<file path="config.mk">
export PLATFORM = sky130hd
export DESIGN_NAME = r16_sig_multiplier
export DESIGN_NICKNAME = d
export VERILOG_FILES = /design/src/rtl/r16mul_pkg.sv /design/src/rtl/r16_digit_adder.sv /design/src/rtl/r16_result_slice.sv /design/src/rtl/r16_sig_multiplier.sv
export SDC_FILE = /design/constraint.sdc
export NUM_CORES = 1
export LEC_CHECK = 0
export ABC_AREA = 1
export BUFFER_PORTS_ARGS = -buffer_cell sky130_fd_sc_hd__buf_4
export CORE_MARGIN = 2
export CORE_UTILIZATION = 56
export CTS_CLUSTER_SIZE = 40
export DETAILED_ROUTE_END_ITERATION = 12
export GPL_TIMING_DRIVEN = 0
export HOLD_SLACK_MARGIN = 0.1
export PLACE_DENSITY = 0.78
export SLEW_MARGIN = 25
export SYNTH_ARGS = -nofsm -noshare
export SYNTH_HDL_FRONTEND = slang
export SYNTH_HIERARCHICAL = 1
export SYNTH_SLANG_ARGS = --single-unit
</file>
<file path="constraint.sdc">
create_clock -name clk -period 4.8 [get_ports clk]
set_clock_uncertainty 0.2 [all_clocks]
set_input_delay 0.24 -clock clk [delete_from_list [all_inputs] [get_ports clk]]
set_output_delay 0.24 -clock clk [all_outputs]
set_load 0.05 [all_outputs]
</file>
<file path="src/rtl/r16mul_pkg.sv">
package r16mul_pkg;
  typedef enum logic [1:0] {
    ST_IDLE  = 2'd0,
    ST_MUL   = 2'd1,
    ST_ALIGN = 2'd2,
    ST_NORM  = 2'd3
  } r16_state_e;
endpackage

</file>
<file path="src/rtl/r16_digit_adder.sv">
// Adds up to RADIX_BITS shifted copies of the multiplicand onto a base value,
// one copy per set bit of the digit.
module r16_digit_adder #(
  parameter int ACC_W      = 64,
  parameter int RADIX_BITS = 4
) (
  input  logic [ACC_W-1:0]      base_i,
  input  logic [ACC_W-1:0]      mcand_i,
  input  logic [RADIX_BITS-1:0] digit_i,
  output logic [ACC_W-1:0]      sum_o
);
  logic [ACC_W-1:0] term [RADIX_BITS];

  for (genvar k = 0; k < RADIX_BITS; k++) begin : g_term
    assign term[k] = digit_i[k] ? (mcand_i << k) : '0;
  end

  always_comb begin
    sum_o = base_i;
    for (int k = 0; k < RADIX_BITS; k++) begin
      sum_o = sum_o + term[k];
    end
  end
endmodule

</file>
<file path="src/rtl/r16_result_slice.sv">
// Splits a normalized accumulator into significand, guard and low-sticky.
module r16_result_slice #(
  parameter int SIG_W = 53,
  parameter int TOP   = 60
) (
  input  logic [TOP:0]       acc_i,
  output logic [SIG_W-1:0]   sig_o,
  output logic               guard_o,
  output logic               low_nz_o
);
  localparam int GPOS = TOP - SIG_W;

  assign sig_o    = acc_i[TOP -: SIG_W];
  assign guard_o  = acc_i[GPOS];
  assign low_nz_o = |acc_i[GPOS-1:0];
endmodule

</file>
<file path="src/rtl/r16_sig_multiplier.sv">
module r16_sig_multiplier
  import r16mul_pkg::*;
#(
  parameter int SIG_W      = 53,
  parameter int RADIX_BITS = 4,
  parameter int PRE_SHIFT  = 7,
  parameter int EXP_W      = 13
) (
  input  logic                    clk,
  input  logic                    rst,
  input  logic                    start,
  input  logic [SIG_W-1:0]        mcand_i,
  input  logic [SIG_W-1:0]        mplr_i,
  input  logic signed [EXP_W-1:0] exp_i,
  output logic                    busy,
  output logic                    done,
  output logic [SIG_W-1:0]        sig_o,
  output logic                    guard_o,
  output logic                    sticky_o,
  output logic signed [EXP_W-1:0] exp_o
);
  localparam int ITERS = (SIG_W + RADIX_BITS - 1) / RADIX_BITS;
  localparam int MC_W  = SIG_W + PRE_SHIFT;
  localparam int ACC_W = MC_W + RADIX_BITS;
  localparam int MP_W  = ITERS * RADIX_BITS;
  localparam int TOP   = 2 * SIG_W - 1 + PRE_SHIFT - RADIX_BITS * (ITERS - 1);
  localparam int CNT_W = $clog2(ITERS + 1);
  localparam logic [CNT_W-1:0] CNT_ONE  = CNT_W'(1);
  localparam logic [CNT_W-1:0] CNT_LAST = CNT_W'(ITERS - 1);
  localparam logic [EXP_W-1:0] EXP_ONE  = EXP_W'(1);

  r16_state_e               state;
  logic [CNT_W-1:0]         iter;
  logic [MC_W-1:0]          mcand_r;
  logic [MP_W-1:0]          mplr_r;
  logic [ACC_W-1:0]         acc;
  logic                     stk;
  logic signed [EXP_W-1:0]  exp_r;

  logic [ACC_W-1:0]         acc_next;
  logic [SIG_W-1:0]         slice_sig;
  logic                     slice_guard;
  logic                     slice_low;

  r16_digit_adder #(
    .ACC_W      (ACC_W),
    .RADIX_BITS (RADIX_BITS)
  ) u_add (
    .base_i  (acc >> RADIX_BITS),
    .mcand_i (ACC_W'(mcand_r)),
    .digit_i (mplr_r[RADIX_BITS-1:0]),
    .sum_o   (acc_next)
  );

  r16_result_slice #(
    .SIG_W (SIG_W),
    .TOP   (TOP)
  ) u_slice (
    .acc_i    (acc[TOP:0]),
    .sig_o    (slice_sig),
    .guard_o  (slice_guard),
    .low_nz_o (slice_low)
  );

  assign busy = (state != ST_IDLE);

  always_ff @(posedge clk) begin
    if (rst) begin
      state    <= ST_IDLE;
      iter     <= '0;
      mcand_r  <= '0;
      mplr_r   <= '0;
      acc      <= '0;
      stk      <= 1'b0;
      exp_r    <= '0;
      done     <= 1'b0;
      sig_o    <= '0;
      guard_o  <= 1'b0;
      sticky_o <= 1'b0;
      exp_o    <= '0;
    end else begin
      done <= 1'b0;
      case (state)
        ST_IDLE: begin
          if (start) begin
            mcand_r <= {mcand_i, {PRE_SHIFT{1'b0}}};
            mplr_r  <= MP_W'(mplr_i);
            acc     <= '0;
            stk     <= 1'b0;
            exp_r   <= exp_i;
            iter    <= '0;
            state   <= ST_MUL;
          end
        end
        ST_MUL: begin
          stk    <= stk | (|acc[RADIX_BITS-1:0]);
          acc    <= acc_next;
          mplr_r <= mplr_r >> RADIX_BITS;
          iter   <= iter + CNT_ONE;
          if (iter == CNT_LAST) state <= ST_ALIGN;
        end
        ST_ALIGN: begin
          if (acc[TOP]) exp_r <= exp_r + EXP_ONE;
          else          acc   <= acc << 1;
          state <= ST_NORM;
        end
        default: begin
          if (!acc[TOP] && (acc != '0)) begin
            acc   <= acc << 1;
            exp_r <= exp_r - EXP_ONE;
          end else begin
            sig_o    <= slice_sig;
            guard_o  <= slice_guard;
            sticky_o <= stk | slice_low;
            exp_o    <= exp_r;
            done     <= 1'b1;
            state    <= ST_IDLE;
          end
        end
      endcase
    end
  end
endmodule

</file>
Word level (Yosys, flattened, before mapping)
Index checks and enable logic that the tools add are counted.
{ "word_totals": {"reg_bits": 262, "latch_bits": 0, "ramBits": 0, "rom_bits": 0, "input_bits": 122, "out_inout_bits": 70, "elab_cells": 75, "n_memories": 0} }
{ "op_classes": {"add_sub_neg": 7, "multipliers": 0, "div_mod_pow": 0, "magnitude_cmp": 0, "eq_ne": 8, "shift": 0, "mux": 23, "bitwise": 5, "reduce_logical": 19} }
{ "ops": {"columns": ["operator", "n"], "rows": [
  ["$mux 64", 3],
  ["$pmux 64 s3", 1],
  ["$pmux 56 s2", 1],
  ["$add 60x64->64", 1],
  ["$add 64x62->64", 1],
  ["$add 64x63->64", 1],
  ["$add 64x64->64", 1],
  ["$reduce_bool 64->1", 1],
  ["$mux 63", 1],
  ["$mux 62", 1],
  ["$mux 61", 1],
  ["$mux 60", 1],
  ["$mux 56", 1],
  ["$mux 13", 3],
  ["$pmux 13 s3", 1],
  ["$add 13x1->13 const B", 1],
  ["$sub 13x1->13 const B", 1],
  ["$ne 2x2->1 const B", 4],
  ["$pmux 4 s2", 1],
  ["$reduce_and 2->1", 4],
  ["$reduce_or 4->1", 2],
  ["$reduce_or 7->1", 1],
  ["$mux 2", 3],
  ["$pmux 2 s3", 1],
  ["19 further kinds", 25]
]} }

Logic depth before layout (Yosys ltp)
Gate-level depths: netlist of run 1.
{ "depth": {"word_depth": 6, "ltp_mapped": 26} }

By module
The synthesis of run 1 kept the hierarchy.
{ "modules_own_cells": {"columns": ["module", "n_inst", "cells_each", "area_each_um2", "seq_area_each_um2"], "rows": [
  ["r16_digit_adder", 1, 2115, 12111.6, 0.0],
  ["r16_sig_multiplier", 1, 1734, 11984.0, 5185.0],
  ["r16_result_slice", 1, 66, 450.4, 0.0]
]} }

Least setup slack after synthesis of run 1
Ideal clock, no wire load.
{ "synth_path": {"kind": "register to register", "start": "register mplr_r[3]", "end": "register acc[60]", "arrival_time_ps": 4166, "slack_ps": 319, "stages_incl_launch_ff": 25, "path_buffers": 2, "synth_period_minus_slack_ps": 4481, "path_cell_list": "dfxtp_1 -> clkbuf_1 -> clkbuf_1 -> nand2_1 -> fa_1 -> inv_1 -> fa_1 -> inv_1 -> fa_1 -> inv_1 -> ha_1 -> nand2_1 -> inv_1 -> a21oi_1 -> nand2_1 -> nand2_1 -> nand2_1 -> a21oi_1 -> nand2_1 -> nand2_1 -> nand2_1 -> a211oi_1 -> nand3_1 -> nand2_1 -> nor2_1"} }
{ "synth_via": {"elab_chain_cells": 3} }
{ "synth_rtl": {"columns": ["item", "line", "rtl"], "rows": [
  ["from (decl)", "r16_sig_multiplier.sv:35", "logic [MP_W-1:0] mplr_r;"],
  ["from (signal assigned)", "r16_sig_multiplier.sv:87", "mplr_r <= MP_W'(mplr_i);"],
  ["from (signal assigned)", "r16_sig_multiplier.sv:98", "mplr_r <= mplr_r >> RADIX_BITS;"],
  ["$mux 63", "r16_digit_adder.sv:15", "assign term[k] = digit_i[k] ? (mcand_i << k) : '0;"],
  ["$add 64x63->64", "r16_digit_adder.sv:21", "sum_o = sum_o + term[k];"],
  ["named net acc_next[60]", "r16_sig_multiplier.sv:40", "logic [ACC_W-1:0] acc_next;"],
  ["$pmux 64 s3", "r16_sig_multiplier.sv:83", "case (state)"],
  ["to (signal assigned)", "r16_sig_multiplier.sv:97", "acc <= acc_next;"],
  ["to (signal assigned)", "r16_sig_multiplier.sv:104", "else acc <= acc << 1;"],
  ["to (signal assigned)", "r16_sig_multiplier.sv:109", "acc <= acc << 1;"],
  ["to (decl)", "r16_sig_multiplier.sv:36", "logic [ACC_W-1:0] acc;"]
]} }
The timed path passes the listed nets, and every way through them passes these cells.
A chain may end at the register's enable or synchronous reset.

Worst setup path in the final report of run 1
Same ends and word-level chain as after synthesis.

==> flow_summary_export.csv, run 1 <==
group,metric,value,unit
run_status,status,"completed",
global_route,overflow,0,
cells_and_area,multi_input_area,16700,µm²
power,p_per_area,619,nW/µm²
die,die_w,213,µm
cells_and_area,n_fill_cell,3671,
logic_synthesis,yosysTopAreaCell,"dfxtp_1",
die,fp.dieH,213,µm
clocking,cts_root_buf,"clkbuf_16",
power,p_leak,17.0,nW
global_route,grt_first_pass_wirelength,124000,µm
detailed_routing,ant_nets,0,
placed_design,io_buffers,191,
detailed_routing,drtPass1Iterations,6,
timing,max-slew-margin-rel,26.2,%
clocking,clk_latency,0.59,ns
critical_path,r2r_slack,0.008,ns
critical_path,cp_slowest_cell,"fa_1",
detailed_routing,viasPerCell,5.19,
clocking,clk_pin_slew_worst_paths,0.06,ns
critical_path,r2r_start,"mplr_r[3]$_SDFFE_PP0P_",
logic_synthesis,synth_common_cells,"1,144 x nand2_1, 863 x inv_1, 460 x nor2_1, 259 x dfxtp_1, 185 x fa_1",
job,cap_violations,0,
cells_and_area,drive_gt1_share,17.8,%
clocking,cts_sinks,259,
logic_synthesis,synth_ff_type,"dfxtp_1",
critical_path,end_kind,"flip-flop",
global_route,grt_pass1_vias,23871,
detailed_routing,wl_per_cell,16.4,µm
timing,setup_viol,0,
cells_and_area,final_cells,4947,
critical_path,critPathLaunchType,"flip-flop",
cells_and_area,fin_area,31300,µm²
critical_path,r2r-end,"acc[60]$_SDFFE_PP0P_",
logic_synthesis,synth.cell_area,24500,µm²
global_route,antenna_found_initial,2,
critical_path,critPathKind,"flip-flop to flip-flop",
logic_synthesis,synth_area_per_cell,6.27,µm²
clocking,cts_buffers,29,
clocking,cts_tree,"yes",
timing,hold_viol,0,
power,peakVddDrop,0.388,mV
placed_design,dp_hpwl,59300,µm
logic_synthesis,synth_cell_types,40,
critical_path,worst_ep_required_time,5.07,ns
critical_path,worst_path_most_repeated_cell,"nand2_1",
critical_path,cpPeakStageDelay,0.58,ns
clocking,htree_levels,1,
logic_synthesis,synth_seq_cells,259,
die,core-area,43200,µm²
detailed_routing,drt-initial-drc-count,2350,
logic_synthesis,synth_top_area_share,21.1,%
critical_path,crit_arrival,5.06,ns
logic_synthesis,synth_edf_count,0,
timing,slew_viol_final,0,
timing,max_freq,0.209,GHz
critical_path,crit_path_max_fanout,7,
detailed_routing,vias,25690,
logic_synthesis,post-synth-top-count-cell,"nand2_1",
critical_path,path_cells,"clkbuf_16 -> clkbuf_16 -> nand2_1 -> fa_1 -> inv_1 -> fa_1 -> fa_1 -> ha_2 -> nand2_2 -> inv_1 -> nand2_1 -> nand2_1 -> inv_1 -> nand3_2 -> nand2_1 -> nand2_2 -> nand2_2 -> nand2_1 -> nand2_1 -> nand2_2 -> a211oi_2 -> nand3_1 -> nand2_1 -> nor2_1",
timing,worstMarginPinSlew,1.11,ns
worst_hold_path,hp-start,"rst",
placed_design,place_area,26900,µm²
die,io_pins,192,
timing,post-route-min-period,4.79,ns
logic_synthesis,synth_warnings,6,
worst_hold_path,whs_endpoint,"iter[0]$_SDFFE_PP0P_",
worst_hold_path,min_path_cells,3,
cells_and_area,seq_area,5190,µm²
logic_synthesis,netlist_instances,3915,
logic_synthesis,synth_seq_area_share,21.1,%
logic_synthesis,synth_top_cells_by_area,"dfxtp_1 21%, nand2_1 17%, fa_1 15%",
die,die_area,45500,µm²
timing,post-route-period-util,99.8,%
critical_path,rr_worst_depth,24,
timing,grt_setup_unrepaired,"yes",
logic_synthesis,synth-async-reset-ratio,0,%
worst_hold_path,hp-class,"primary input to flip-flop",
cells_and_area,area_growth,27.5,%
detailed_routing,drt-total-wl,81200,µm
clocking,clock_path_buffers,3,
cells_and_area,nNetsFinal,4728,
global_route,grt_max_degree,19,
detailed_routing,drc,0,
placed_design,place_inst,4735,
global_route,grt.total_usage,34.6,%
placed_design,gp_congestion,1.01,
die,initial_core_util,56.9,%
die,rows,76,
critical_path,startpoint,"mplr_r[3]$_SDFFE_PP0P_",
kinds of logic after synthesis:
| kind of cell | Yosys count | synth area share [%] |
|---|---|---|
| AND/OR/NAND/NOR | 1883 | 31.5 |
| buffers and inverters | 1093 | 18.2 |
| AO/OA/AOI/OAI | 378 | 8.72 |
| adder cells (fa/ha/maj) | 266 | 19.2 |
| flip-flops | 259 | 21.1 |
| XOR/XNOR | 35 | 1.25 |
| other | 1 | 0.0153 |
power by group:
group | internal (W) | leakage, nW | switching [W] | total (W)
Sequential | 0.00283 | 2.13 | 0.000801 | 0.00363
Clock | 0.00133 | 0.462 | 0.000962 | 0.00229
Combinational | 0.00505 | 14.4 | 0.00841 | 0.0135
Total | 0.00921 | 17.0 | 0.0102 | 0.0194
final cells by class:
class / instances / share of cell area, %
inverters: 893 / 10.7
repair buffers: 350 / 9.78
multi-input cells: 2607 / 53.4
clock buffers: 41 / 2.59
plain buffers: 200 / 4.17
flip-flops and latches: 259 / 16.6
well taps: 585 / 2.34
clock inverters: 11 / 0.444
diodes: 1 / 0.00800
per-layer routing:
| metal | wire length (µm) | GRT usage (%) |
|---|---|---|
| met1 | 34000 | 46.3 |
| met2 | 37400 | 56.9 |
| met3 | 6110 | 4.31 |
| met4 | 3700 | 14.5 |
| met5 | 0 | 0 |
cells in the final DEF (no fill, tap or decap), types with 45 or more instances in the layout:
master	Yosys	layout
nand2_1	1144	1012
dlygate4sd3_1	0	121
inv_1	863	838
fa_1	185	185
dfxtp_1	259	257
nand2_2	21	116
a31oi_1	49	49
nor2_1	460	428
conb_1	1	45
a22oi_1	62	49
nand4_1	90	90
nand3_1	83	79
o21ai_0	177	176
clkbuf_1	82	74
buf_4	62	281
registers in the layout, summed over array words and instances (netlist names), 2 cells and up:
register and flops:
iter 4, mcand_r 53, mplr_r 53, acc 64
sig_o 53, exp_r 13, state 2, exp_o 13
worst max-delay path by stage:
| stage | slack [ns] | depth (start not counted) | endpoint |
|---|---|---|---|
| after floorplan | 0.32 | 24 | acc[60]$_SDFFE_PP0P_ |
| after global placement | -1.13 | 24 | acc[58]$_SDFFE_PP0P_ |
| after detailed placement | -1.14 | 24 | acc[58]$_SDFFE_PP0P_ |
| after CTS | -0.02 | 24 | acc[56]$_SDFFE_PP0P_ |
| after global routing | -0.14 | 24 | acc[60]$_SDFFE_PP0P_ |
| final | 0.008 | 24 | acc[60]$_SDFFE_PP0P_ |
per-stage QoR:
stage | util [%] | TNS, ns | setup WS (ns) | hold slack (ns) | total power [W]
global route | 72.5 | -1.10 | -0.140 | 0.209 | 0.0210
finish | 72.5 | 0 | 0.00809 | 0.197 | 0.0194
global placement | 62.3 | -44.06 | -1.13 | 0.240 | 0.0142
detailed placement | 62.3 | -44.16 | -1.14 | 0.242 | 0.0144
CTS | 68.4 | -0.0363 | -0.0199 | 0.188 | 0.0173
floorplan | - | 0 | 0.319 | 0.118 | 0.0115
timing repair:
action | 4_1_cts | 5_1_grt
endpoints found under the hold margin | 124 | 0
setup buffers | 4 | 29
gates cloned | 0 | 5
resized for setup | 122 | 355
endpoints found under the setup margin | 54 | 46
pin swaps | 7 | 108
hold buffers | 121 | 0
worst max-delay path: cells and delay by family (launching register included):
kind                     cells  cell delay (ns)
adder cells (fa/ha/maj)      4             1.91
buffers and inverters        5             0.59
AO/OA/AOI/OAI                1             0.22
AND/OR/NAND/NOR             14             1.30
flip-flops                   1             0.41
Power figures use the tool's default switching activity.
==> run 2, diff against run 1 <==
--- a/config.mk
+++ b/config.mk
@@ -14,6 +14,7 @@
 export GPL_TIMING_DRIVEN = 0
 export HOLD_SLACK_MARGIN = 0.1
 export PLACE_DENSITY = 0.78
+export RECOVER_POWER = 100
 export SLEW_MARGIN = 25
 export SYNTH_ARGS = -nofsm -noshare
 export SYNTH_HDL_FRONTEND = slang
==> flow_summary_export.csv, run 2 (synthesis results as in run 1) <==
group,metric,value,unit
global_route,antenna_found_initial,2,
placed_design,place_area,26900,µm²
placed_design,place_inst,4735,
cells_and_area,most-common-layout-cells,"1,016 x nand2_1, 840 x inv_1, 428 x nor2_1",
clocking,cts_buffers,29,
cells_and_area,area_growth,26.1,%
cells_and_area,top_register,"acc",
global_route,grt.total_usage,34.6,%
power,peakVddDrop,0.387,mV
placed_design,dp_hpwl,59300,µm
clocking,htree_levels,1,
die,io_pins,192,
timing,post-route-period-util,99.8,%
cells_and_area,nNetsFinal,4728,
detailed_routing,vias,25720,
timing,post-route-min-period,4.79,ns
die,die_area,45500,µm²
global_route,overflow,0,
clocking,cts_tree,"yes",
timing,setup_viol,0,
die,core-area,43200,µm²
detailed_routing,drc,0,
cells_and_area,drive_gt1_share,15.7,%
power,p_leak,16.6,nW
cells_and_area,multi_input_area,16700,µm²
global_route,grt_first_pass_wirelength,124000,µm
timing,slew_viol_final,0,
run_status,status,"completed",
cells_and_area,layout_commonest_cell,"nand2_1",
cells_and_area,fin_area,30900,µm²
die,rows,76,
die,die_w,213,µm
detailed_routing,viasPerCell,5.20,
cells_and_area,n_fill_cell,3755,
timing,max_freq,0.209,GHz
clocking,clock_path_buffers,3,
critical_path,critPathLaunchType,"flip-flop",
cells_and_area,final_cells,4947,
worst_hold_path,hp-class,"primary input to flip-flop",
critical_path,path_buf_inv,5,
timing,grt_setup_unrepaired,"yes",
critical_path,cp_slowest_cell,"fa_1",
global_route,grt_pass1_vias,23871,
critical_path,path_cells,"clkbuf_16 -> clkbuf_16 -> nand2_1 -> fa_1 -> inv_1 -> fa_1 -> fa_1 -> ha_2 -> nand2_2 -> inv_1 -> nand2_1 -> nand2_1 -> inv_1 -> nand3_2 -> nand2_1 -> nand2_2 -> nand2_2 -> nand2_1 -> nand2_1 -> nand2_2 -> a211oi_2 -> nand3_1 -> nand2_1 -> nor2_1",
clocking,cts_root_buf,"clkbuf_16",
critical_path,worst_path_most_repeated_cell,"nand2_1",
die,initial_core_util,56.9,%
detailed_routing,wl_per_cell,16.4,µm
clocking,clk_latency,0.59,ns
timing,timing.hold.ws,0.245,ns
clocking,clk_pin_slew_worst_paths,0.06,ns
timing,hold_viol,0,
critical_path,crit_path_max_fanout,7,
placed_design,io_buffers,191,
clocking,cts_sinks,259,
detailed_routing,drt-initial-drc-count,2167,
timing,finalSetupTns,0,ns
critical_path,crit_arrival,5.06,ns
critical_path,cp_top_family,"adder cells",
timing,max-slew-margin-rel,6.77,%
detailed_routing,ant_nets,0,
global_route,grt_max_degree,19,
power,p_per_area,624,nW/µm²
die,fp.dieH,213,µm
critical_path,cpPeakStageDelay,0.58,ns
detailed_routing,drtPass1Iterations,6,
detailed_routing,drt-total-wl,81300,µm
cells_and_area,largest_reg_flops,64,
job,cap_violations,0,
timing,worstMarginPinSlew,1.40,ns
power,p_total,0.0193,W
placed_design,gp_congestion,1.01,
critical_path,critPathKind,"flip-flop to flip-flop",
critical_path,worst_ep_required_time,5.07,ns
cells_and_area,seq_area,5190,µm²
critical_path,end_kind,"flip-flop",
run 2: cell types whose count changed in the layout (fill, tap and decap cells not counted), moves of 3 or more:
cell	delta
clkbuf_1	+86
buf_4	-73
nand2_4	-3
nand2_1	+4
buf_2	-8
buf_6	-3
run 2: cell type report:
class,instances,area share (%)
tap,585,2.37
sequential,259,16.8
inverter,893,10.8
multi-input combinational,2607,53.8
clock inverter,11,0.449
buffer,200,4.08
timing repair buffer,350,9.03
antenna,1,0.00809
clock buffer,41,2.62
run 2: final timing paths:
path	depth (start not counted)	startpoint	endpoint	slack, ns
min	4	mcand_i[39]	mcand_r[46]$_SDFFE_PP0P_	0.25
max reg2reg	24	mplr_r[3]$_SDFFE_PP0P_	acc[60]$_SDFFE_PP0P_	0.01
min reg2reg	2	mplr_r[10]$_SDFFE_PP0P_	mplr_r[6]$_SDFFE_PP0P_	0.27
max	24	mplr_r[3]$_SDFFE_PP0P_	acc[60]$_SDFFE_PP0P_	0.01
run 2: per-layer routing:
layer	share of wire (%)	global-route usage, %	up-vias
met4	4.8	14.5	0
li1	-	-	12439
met2	46	56.9	1056
met5	0	0	-
met1	42	46.3	12013
met3	7.8	4.31	212
run 2: worst min-delay path: stages:
cell and delay, ns:
dlygate4sd3_1 0.52, buf_4 0.09, o21ai_0 0.07, nor2_1 0.08
run 2: per-stage QoR:
stage	setup WS, ns	utilization (%)
detailed placement	-1.14	62.3
CTS	-0.0199	68.4
finish	0.0119	71.7
global route	-0.140	71.7
floorplan	0.319	-
global placement	-1.13	62.3
run 2: report_power, final:
| part | internal (W) | total (W) | switching [W] |
|---|---|---|---|
| registers | 0.00283 | 0.00362 | 0.000799 |
| logic | 0.00500 | 0.0134 | 0.00839 |
| clock network | 0.00133 | 0.00230 | 0.000966 |
run 2: what timing repair did:
item,in CTS,in global routing
hold buffers,121,0
pin swaps,7,108
endpoints found under the setup margin,54,46
gates resized for setup,122,355
buffers inserted,4,29
gates cloned,0,5
endpoints found under the hold margin,124,0
